==> config.mk <==
export PLATFORM = sky130hd
export DESIGN_NAME = burst_addr_seq
export DESIGN_NICKNAME = d
export VERILOG_FILES = /design/src/rtl/burst_addr_seq_pkg.sv /design/src/rtl/bas_start_decode.sv /design/src/rtl/bas_burst_counter.sv /design/src/rtl/burst_addr_seq.sv
export SDC_FILE = /design/constraint.sdc
export NUM_CORES = 1
export LEC_CHECK = 0
export ABC_AREA = 0
export CORE_UTILIZATION = 38
export CTS_CLUSTER_DIAMETER = 50
export DETAILED_ROUTE_END_ITERATION = 6
export PLACE_DENSITY_LB_ADDON = 0.2
export SLEW_MARGIN = 15
export SYNTH_ARGS = -nofsm -noshare
export SYNTH_HDL_FRONTEND = slang
export SYNTH_SLANG_ARGS = --single-unit
==> constraint.sdc <==
create_clock -name clk -period 1.3 [get_ports clk]
set_clock_uncertainty 0.05 [all_clocks]
set_input_delay 0.26 -clock clk [delete_from_list [all_inputs] [get_ports clk]]
set_output_delay 0.26 -clock clk [all_outputs]
set_load 0.03 [all_outputs]
==> src/rtl/burst_addr_seq_pkg.sv <==
package burst_addr_seq_pkg;
  typedef enum logic [1:0] {
    START_NONE = 2'd0,
    START_PROC = 2'd1,
    START_CTRL = 2'd2
  } start_kind_t;
endpackage

==> src/rtl/bas_start_decode.sv <==
module bas_start_decode
  import burst_addr_seq_pkg::*;
#(
  parameter int BYTES = 4
) (
  input  logic              clk,
  input  logic              rst_n,
  input  logic              proc_strobe_n,
  input  logic              ctrl_strobe_n,
  input  logic              adv_n,
  input  logic              en_master_n,
  input  logic              en_hi,
  input  logic              en_lo_n,
  input  logic [BYTES-1:0]  byte_wr_n,
  output start_kind_t       start_kind,
  output logic              step
);
  // Named internal events, kept visible for the assertions
  logic sec_ok;
  logic proc_go;
  logic ctrl_go;
  logic strobes_idle;
  logic read_beat;
  logic write_beat;

  assign sec_ok       = en_hi & ~en_lo_n;
  assign proc_go      = ~proc_strobe_n & ~en_master_n & sec_ok;
  assign ctrl_go      = ~ctrl_strobe_n & proc_strobe_n & sec_ok;
  assign strobes_idle = proc_strobe_n & ctrl_strobe_n;
  assign read_beat    = strobes_idle & ~adv_n & (&byte_wr_n);
  assign write_beat   = strobes_idle & ~adv_n & ~(&byte_wr_n);
  assign step         = read_beat | write_beat;

  always_comb begin
    if (proc_go)      start_kind = START_PROC;
    else if (ctrl_go) start_kind = START_CTRL;
    else              start_kind = START_NONE;
  end

  AST_ONE_EVENT: assert property (@(posedge clk) disable iff (!rst_n)
    $onehot0({proc_go, ctrl_go, step})) else $error("start/advance overlap");
  AST_BLOCKED_PROC: assert property (@(posedge clk) disable iff (!rst_n)
    (!proc_strobe_n && en_master_n) |-> (start_kind == START_NONE && !step))
    else $error("blocked processor strobe acted");
endmodule

==> src/rtl/bas_burst_counter.sv <==
module bas_burst_counter #(
  parameter int BB = 2
) (
  input  logic          clk,
  input  logic          rst_n,
  input  logic          load,
  input  logic          step,
  input  logic [BB-1:0] start_in,
  input  logic          order_in,
  output logic [BB-1:0] offset
);
  logic [BB-1:0] start_q;
  logic [BB-1:0] cnt_q;
  logic          inter_q;

  function automatic logic [BB-1:0] beat_offset(input logic [BB-1:0] s,
                                                input logic [BB-1:0] k,
                                                input logic          inter);
    if (inter) return s ^ k;
    return BB'(s + k);
  endfunction

  always_ff @(posedge clk or negedge rst_n) begin
    if (!rst_n) begin
      start_q <= '0;
      cnt_q   <= '0;
      inter_q <= 1'b0;
    end else if (load) begin
      start_q <= start_in;
      cnt_q   <= '0;
      inter_q <= order_in;
    end else if (step) begin
      cnt_q   <= cnt_q + 1'b1;
    end
  end

  assign offset = beat_offset(start_q, cnt_q, inter_q);

  AST_LOAD_OFFSET: assert property (@(posedge clk) disable iff (!rst_n)
    load |=> offset == $past(start_in)) else $error("offset not loaded");
  AST_LINEAR_STEP: assert property (@(posedge clk) disable iff (!rst_n)
    (step && !load && !inter_q) |=> offset == BB'($past(offset) + 1'b1))
    else $error("linear step wrong");
  AST_INTER_STEP: assert property (@(posedge clk) disable iff (!rst_n)
    (step && !load && inter_q) |=> offset != $past(offset))
    else $error("interleaved step stalled");
endmodule

==> src/rtl/burst_addr_seq.sv <==
module burst_addr_seq
  import burst_addr_seq_pkg::*;
#(
  parameter int ADDR_W = 18,
  parameter int BYTES  = 4,
  parameter int BB     = 2
) (
  input  logic              clk,
  input  logic              rst_n,
  input  logic [ADDR_W-1:0] ext_addr,
  input  logic              proc_strobe_n,
  input  logic              ctrl_strobe_n,
  input  logic              adv_n,
  input  logic              en_master_n,
  input  logic              en_hi,
  input  logic              en_lo_n,
  input  logic              order_sel,
  input  logic [BYTES-1:0]  byte_wr_n,
  output logic [ADDR_W-1:0] cur_addr
);
  localparam int UPPER_W = ADDR_W - BB;

  start_kind_t        start_kind;
  logic               step;
  logic               load;
  logic [BB-1:0]      offset;
  logic [UPPER_W-1:0] upper_q;

  bas_start_decode #(.BYTES(BYTES)) u_decode (
    .clk           (clk),
    .rst_n         (rst_n),
    .proc_strobe_n (proc_strobe_n),
    .ctrl_strobe_n (ctrl_strobe_n),
    .adv_n         (adv_n),
    .en_master_n   (en_master_n),
    .en_hi         (en_hi),
    .en_lo_n       (en_lo_n),
    .byte_wr_n     (byte_wr_n),
    .start_kind    (start_kind),
    .step          (step)
  );

  assign load = (start_kind != START_NONE);

  bas_burst_counter #(.BB(BB)) u_count (
    .clk      (clk),
    .rst_n    (rst_n),
    .load     (load),
    .step     (step),
    .start_in (ext_addr[BB-1:0]),
    .order_in (order_sel),
    .offset   (offset)
  );

  always_ff @(posedge clk or negedge rst_n) begin
    if (!rst_n)    upper_q <= '0;
    else if (load) upper_q <= ext_addr[ADDR_W-1:BB];
  end

  assign cur_addr = {upper_q, offset};

  AST_LOAD_ADDR: assert property (@(posedge clk) disable iff (!rst_n)
    load |=> cur_addr == $past(ext_addr)) else $error("address not captured");
  AST_MASTER_BLOCK: assert property (@(posedge clk) disable iff (!rst_n)
    (!proc_strobe_n && en_master_n) |=> $stable(cur_addr)) else $error("master enable ignored");
  AST_ADV_IGNORED: assert property (@(posedge clk) disable iff (!rst_n)
    (start_kind == START_PROC && !adv_n) |=> cur_addr == $past(ext_addr))
    else $error("advance acted on start edge");
  AST_HOLD_IDLE: assert property (@(posedge clk) disable iff (!rst_n)
    (proc_strobe_n && ctrl_strobe_n && adv_n) |=> $stable(cur_addr)) else $error("idle drift");
  AST_UPPER_KEEP: assert property (@(posedge clk) disable iff (!rst_n)
    step |=> $stable(cur_addr[ADDR_W-1:BB])) else $error("upper bits moved");
  AST_DESELECT_HOLD: assert property (@(posedge clk) disable iff (!rst_n)
    (!ctrl_strobe_n && proc_strobe_n && (!en_hi || en_lo_n)) |=> $stable(cur_addr))
    else $error("deselected controller strobe loaded");
endmodule

== Yosys cells after proc, flatten, opt, wreduce, memory -nomap -nowiden ==
Index checks and enable logic that the tools add are counted.

* $add $sub $neg: 2
* Muxes and demuxes: 7
* Bitwise gates (word level): 17
* Reductions and logical operators: 3

{| class="wikitable"
|+ Operator list
! cell !! number
|-
| $mux W2 || 6
|-
| $and A1 B1 Y1 || 9
|-
| $not A1 Y1 || 6
|-
| $reduce_and A4 Y1 || 1
|-
| $reduce_bool A2 Y1 || 2
|-
| $add A2 B1 Y2 const B || 1
|-
| $add A2 B2 Y2 || 1
|-
| $xor A2 B2 Y2 || 1
|-
| $mux W1 || 1
|-
| $or A1 B1 Y1 || 1
|}

* Register bits after elaboration: 21
* Input bits: 31
* Output and inout port bits: 18
* Word-level logic and storage cells: 33

== Logic depth before layout (Yosys ltp) ==
* Word-level depth: 7
* Depth in mapped cells: 4
* Gate-level depth less buffers: 3

== Cells and area by module ==
Synthesis repeated with hierarchy kept, for this count alone.

* Cells, all modules: 57
* Area total of the unflattened synthesis: 928.4 um2

{| class="wikitable"
|+ Modules (own cells, without submodules)
! module !! instances !! cells an instance !! area an instance (um2) !! seq. area each (um2)
|-
| burst_addr_seq || 1 || 35 || 649.4 || 400.4
|-
| bas_burst_counter || 1 || 18 || 234.0 || 125.1
|-
| bas_start_decode || 1 || 4 || 45.0 || 0.0
|}

== Worst setup path before layout ==
OpenSTA, ideal clock, no wires.

* Path kind: flip-flop to output port
* Start: register u_count.cnt_q[0]
* End: output port cur_addr[1]
* Data arrival time: 1223 ps
* Required time: 990 ps
* Path slack: -233 ps
* Cell stages (with the launch flop): 4
* Path buffers: 0
* Cells stage by stage: dfrtp_1 -> ha_1 -> nor2b_1 -> xnor2_1

* Longest elaborated chain between the ends: 2

{| class="wikitable"
|+ RTL lines
! item !! RTL line !! text
|-
| start: declaration || bas_burst_counter.sv:13 || <nowiki>logic [BB-1:0] cnt_q;</nowiki>
|-
| start signal: assignment || bas_burst_counter.sv:33 || <nowiki>cnt_q <= cnt_q + 1'b1;</nowiki>
|-
| $add A2 B2 Y2 || bas_burst_counter.sv:20 || <nowiki>return BB'(s + k);</nowiki>
|-
| $mux W2 || bas_burst_counter.sv:20 ||
|-
| end: declaration || burst_addr_seq.sv:19 || <nowiki>output logic [ADDR_W-1:0] cur_addr</nowiki>
|}

No other way between the ends.

== Final worst setup path ==
* Start: register u_count.start_q[1]
* End: output port cur_addr[1]

* Longest elaborated chain between the ends: 3
* Elaborated cells between the ends (all ways): 4
* Those cells by class: add/sub: 1; mux: 2; bitwise: 1

{| class="wikitable"
|+ RTL lines
! item !! RTL line !! text
|-
| start: declaration || bas_burst_counter.sv:12 || <nowiki>logic [BB-1:0] start_q;</nowiki>
|-
| start signal: assignment || bas_burst_counter.sv:29 || <nowiki>start_q <= start_in;</nowiki>
|-
| parallel branches: the longest is 2 deep, another holds $add A2 B2 Y2 || n/a ||
|-
| $mux W2 * || bas_burst_counter.sv:20 ||
|}

Every way passes the cells marked *. The select of a mux whose other input is x is not followed.

==> flow_metrics.tcl <==
set metrics [dict create \
    outcome "finished with violations" \
    violations "setup timing" \
    final_cell_mix "buf_4 (23), clkdlybuf4s50_1 (22), dfrtp_1 (21)" \
    cts.sinks 21 \
    core_mm2 0.002255 \
    nNetsFinal 143 \
    postCtsHoldBufs 0 \
    rr_startpoint "u_count.cnt_q[0]$_DFFE_PN0P_" \
    syn_area_um2 933.4 \
    grt.overflow.total 0 \
    area_growth_pct 67.16 \
    grtUsageTotal_pct 18.11 \
    antenna_found_initial 0 \
    grt_pass1_wl_um 3367 \
    start_util_pct 41.40 \
    ys_seq_area_share_pct 56.30 \
    path_class "register to primary output" \
    peakVddDrop_mv 1.167 \
    setup_ws_ns -0.3262 \
    critPathLaunch "u_count.start_q[1]$_DFFE_PN0P_" \
    crit_fanout 2 \
    first_global_vias 667 \
    vias 634 \
    routed_via_density 4.594 \
    ctsRootBufferMaster "clkbuf_4" \
    avgSynthCellArea_um2 17.29 \
    synth_nets 86 \
    required_ns 0.99 \
    critPathLaunchType "register" \
    wl_per_cell_um 15.04 \
    powerDensity_mw_per_mm2 1575 \
    htreeDepth 1 \
    ant_nets 0 \
    placed_cells 129 \
    seq_area_um2 525.5 \
    yosys.area.top_type "dfrtp_1" \
    cts_buffers 3 \
    tritoncts "done" \
    hp-class "primary input to async pin" \
    yosys-top-cells-area "dfrtp_1 (56%), mux2_4 (29%), xnor2_1 (3.8%)" \
    drt_first_pass_iters 2 \
    core.rowCount 17 \
    finalNonFillerCells 138 \
    fp.dieW_um 51.56 \
    drt-initial-drc-count 5 \
    die_h_um 51.56 \
    dieArea_mm2 0.002658 \
    max_slew_margin_pct 82.55 \
    grt_max_degree 22 \
    multi_input_area_um2 444.2 \
    clkTransAtPathRegs_ns 0.12 \
    diodes 0 \
    synth_top_area_share_pct 56.30 \
    yosys.cell_types.count 12 \
    p_total_mw 2.457 \
    fmax_mhz 614.9 \
    final_util_pct 69.20 \
    worst_pin_slew_ns 0.2617 \
    cts_buffer_depth 2 \
    hpwl_um 1384 \
    drv_cap 0 \
    gp_congestion 0.6042 \
    leakagePower_nw 0.7690 \
    slew_viol_final 0 \
    yosysWarningCount 0 \
    nFillCells 187 \
    io_pins 49 \
    drive_gt1_share_pct 52.73 \
    yosys_register_bits 21 \
    rsz0062_at_grt "true" \
    io_buffers 44 \
    r2r_setup_slack_ns -0.08 \
    reg2reg_depth 6 \
    layout_commonest_cell "buf_4" \
    cp.arrival_ns 1.32 \
    fin_crit_ns 1.626 \
    wl_um 2075 \
    dp_slack_ns -0.5101 \
    post-route-period-util_pct 125.1 \
    finalHoldViolCount 0 \
    clk_latency_ns 0.31 \
    setup_viol 3 \
    synthCells 54 \
    drc 0 \
    crit_path_end_kind "primary output" \
]
==> synthesized netlist by cell type <==
cell type  number
and2_1          2
buf_6           2
dfrtp_1        21
ha_1            1
mux2_2          1
mux2_4         18
mux2i_1         1
nand3b_1        1
nand3b_2        1
nand4b_1        1
nor2b_1         1
xnor2_1         4
==> critical path, stage by stage (launching register included) <==
cell and delay (ns):
dfrtp_1 0.43, xnor2_1 0.14, buf_4 0.15, xnor2_4 0.15
buf_6 0.14
==> per-stage QoR <==
step | hold slack, ns | setup TNS, ns | instance area, um2
global placement | 0.4493 | -9.738 | 1418
detailed placement | 0.4465 | -10.24 | 1418
finish | 0.2326 | -0.5626 | 1560
CTS | 0.2347 | -0.5472 | 1535
floorplan | -0.08559 | 0 | 959.7
global route | 0.2494 | -0.7260 | 1560
==> logic make-up (layout without fill, tap and decap cells) <==
group | Yosys count | in the layout | synth area share [%]
XOR/XNOR | 4 | 4 | 3.753
flip-flops | 21 | 21 | 56.30
adder cells (fa/ha/maj) | 1 | 1 | 1.340
buffers and inverters | 2 | 58 | 2.413
AND/OR/NAND/NOR | 6 | 6 | 4.960
multiplexers | 20 | 20 | 31.23
==> what timing repair did <==
item	in CTS	in global routing
cloned	2	0
pin swaps	3	2
hold endpoints to repair	0	0
resized for setup	13	2
endpoints found under the setup margin	22	3
buffers inserted	2	1
==> power by group <==
group	total [mW]	switching [mW]	internal [mW]
registers	0.912	0.108	0.804
clock network	0.311	0.196	0.115
logic	1.23	0.550	0.684
total	2.46	0.855	1.60
==> state kept, by name, summed over array words and instances, names as in the netlist <==
name,flops
u_count.inter_q,1
u_count.start_q,2
upper_q,16
u_count.cnt_q,2
==> worst paths after layout <==
kind / endpoint
max: cur_addr[1]
min: upper_q[3]$_DFFE_PN0P_
max reg2reg: u_count.cnt_q[1]$_DFFE_PN0P_
min reg2reg: upper_q[0]$_DFFE_PN0P_
max in group asynchronous: upper_q[6]$_DFFE_PN0P_
min in group clk: upper_q[0]$_DFFE_PN0P_
==> metal layers <==
layer	part of all wire [%]	vias to the layer above	wire length, um	global-route usage (%)
met3	4.1	2	86	5.263
li1	-	298	-	-
met5	0	-	0	0
met4	0.77	0	16	6.757
met1	41	313	851	22.92
met2	54	21	1120	29.22
==> layout make-up <==
type / instances / area share [%]
clock buffers: 3 / 1.443
clock inverters: 1 / 0.3208
multi-input cells: 31 / 28.47
flip-flops and latches: 21 / 33.68
well taps: 28 / 2.245
repair buffers: 54 / 33.84
No activity file was read; power rests on OpenSTA's default activity.
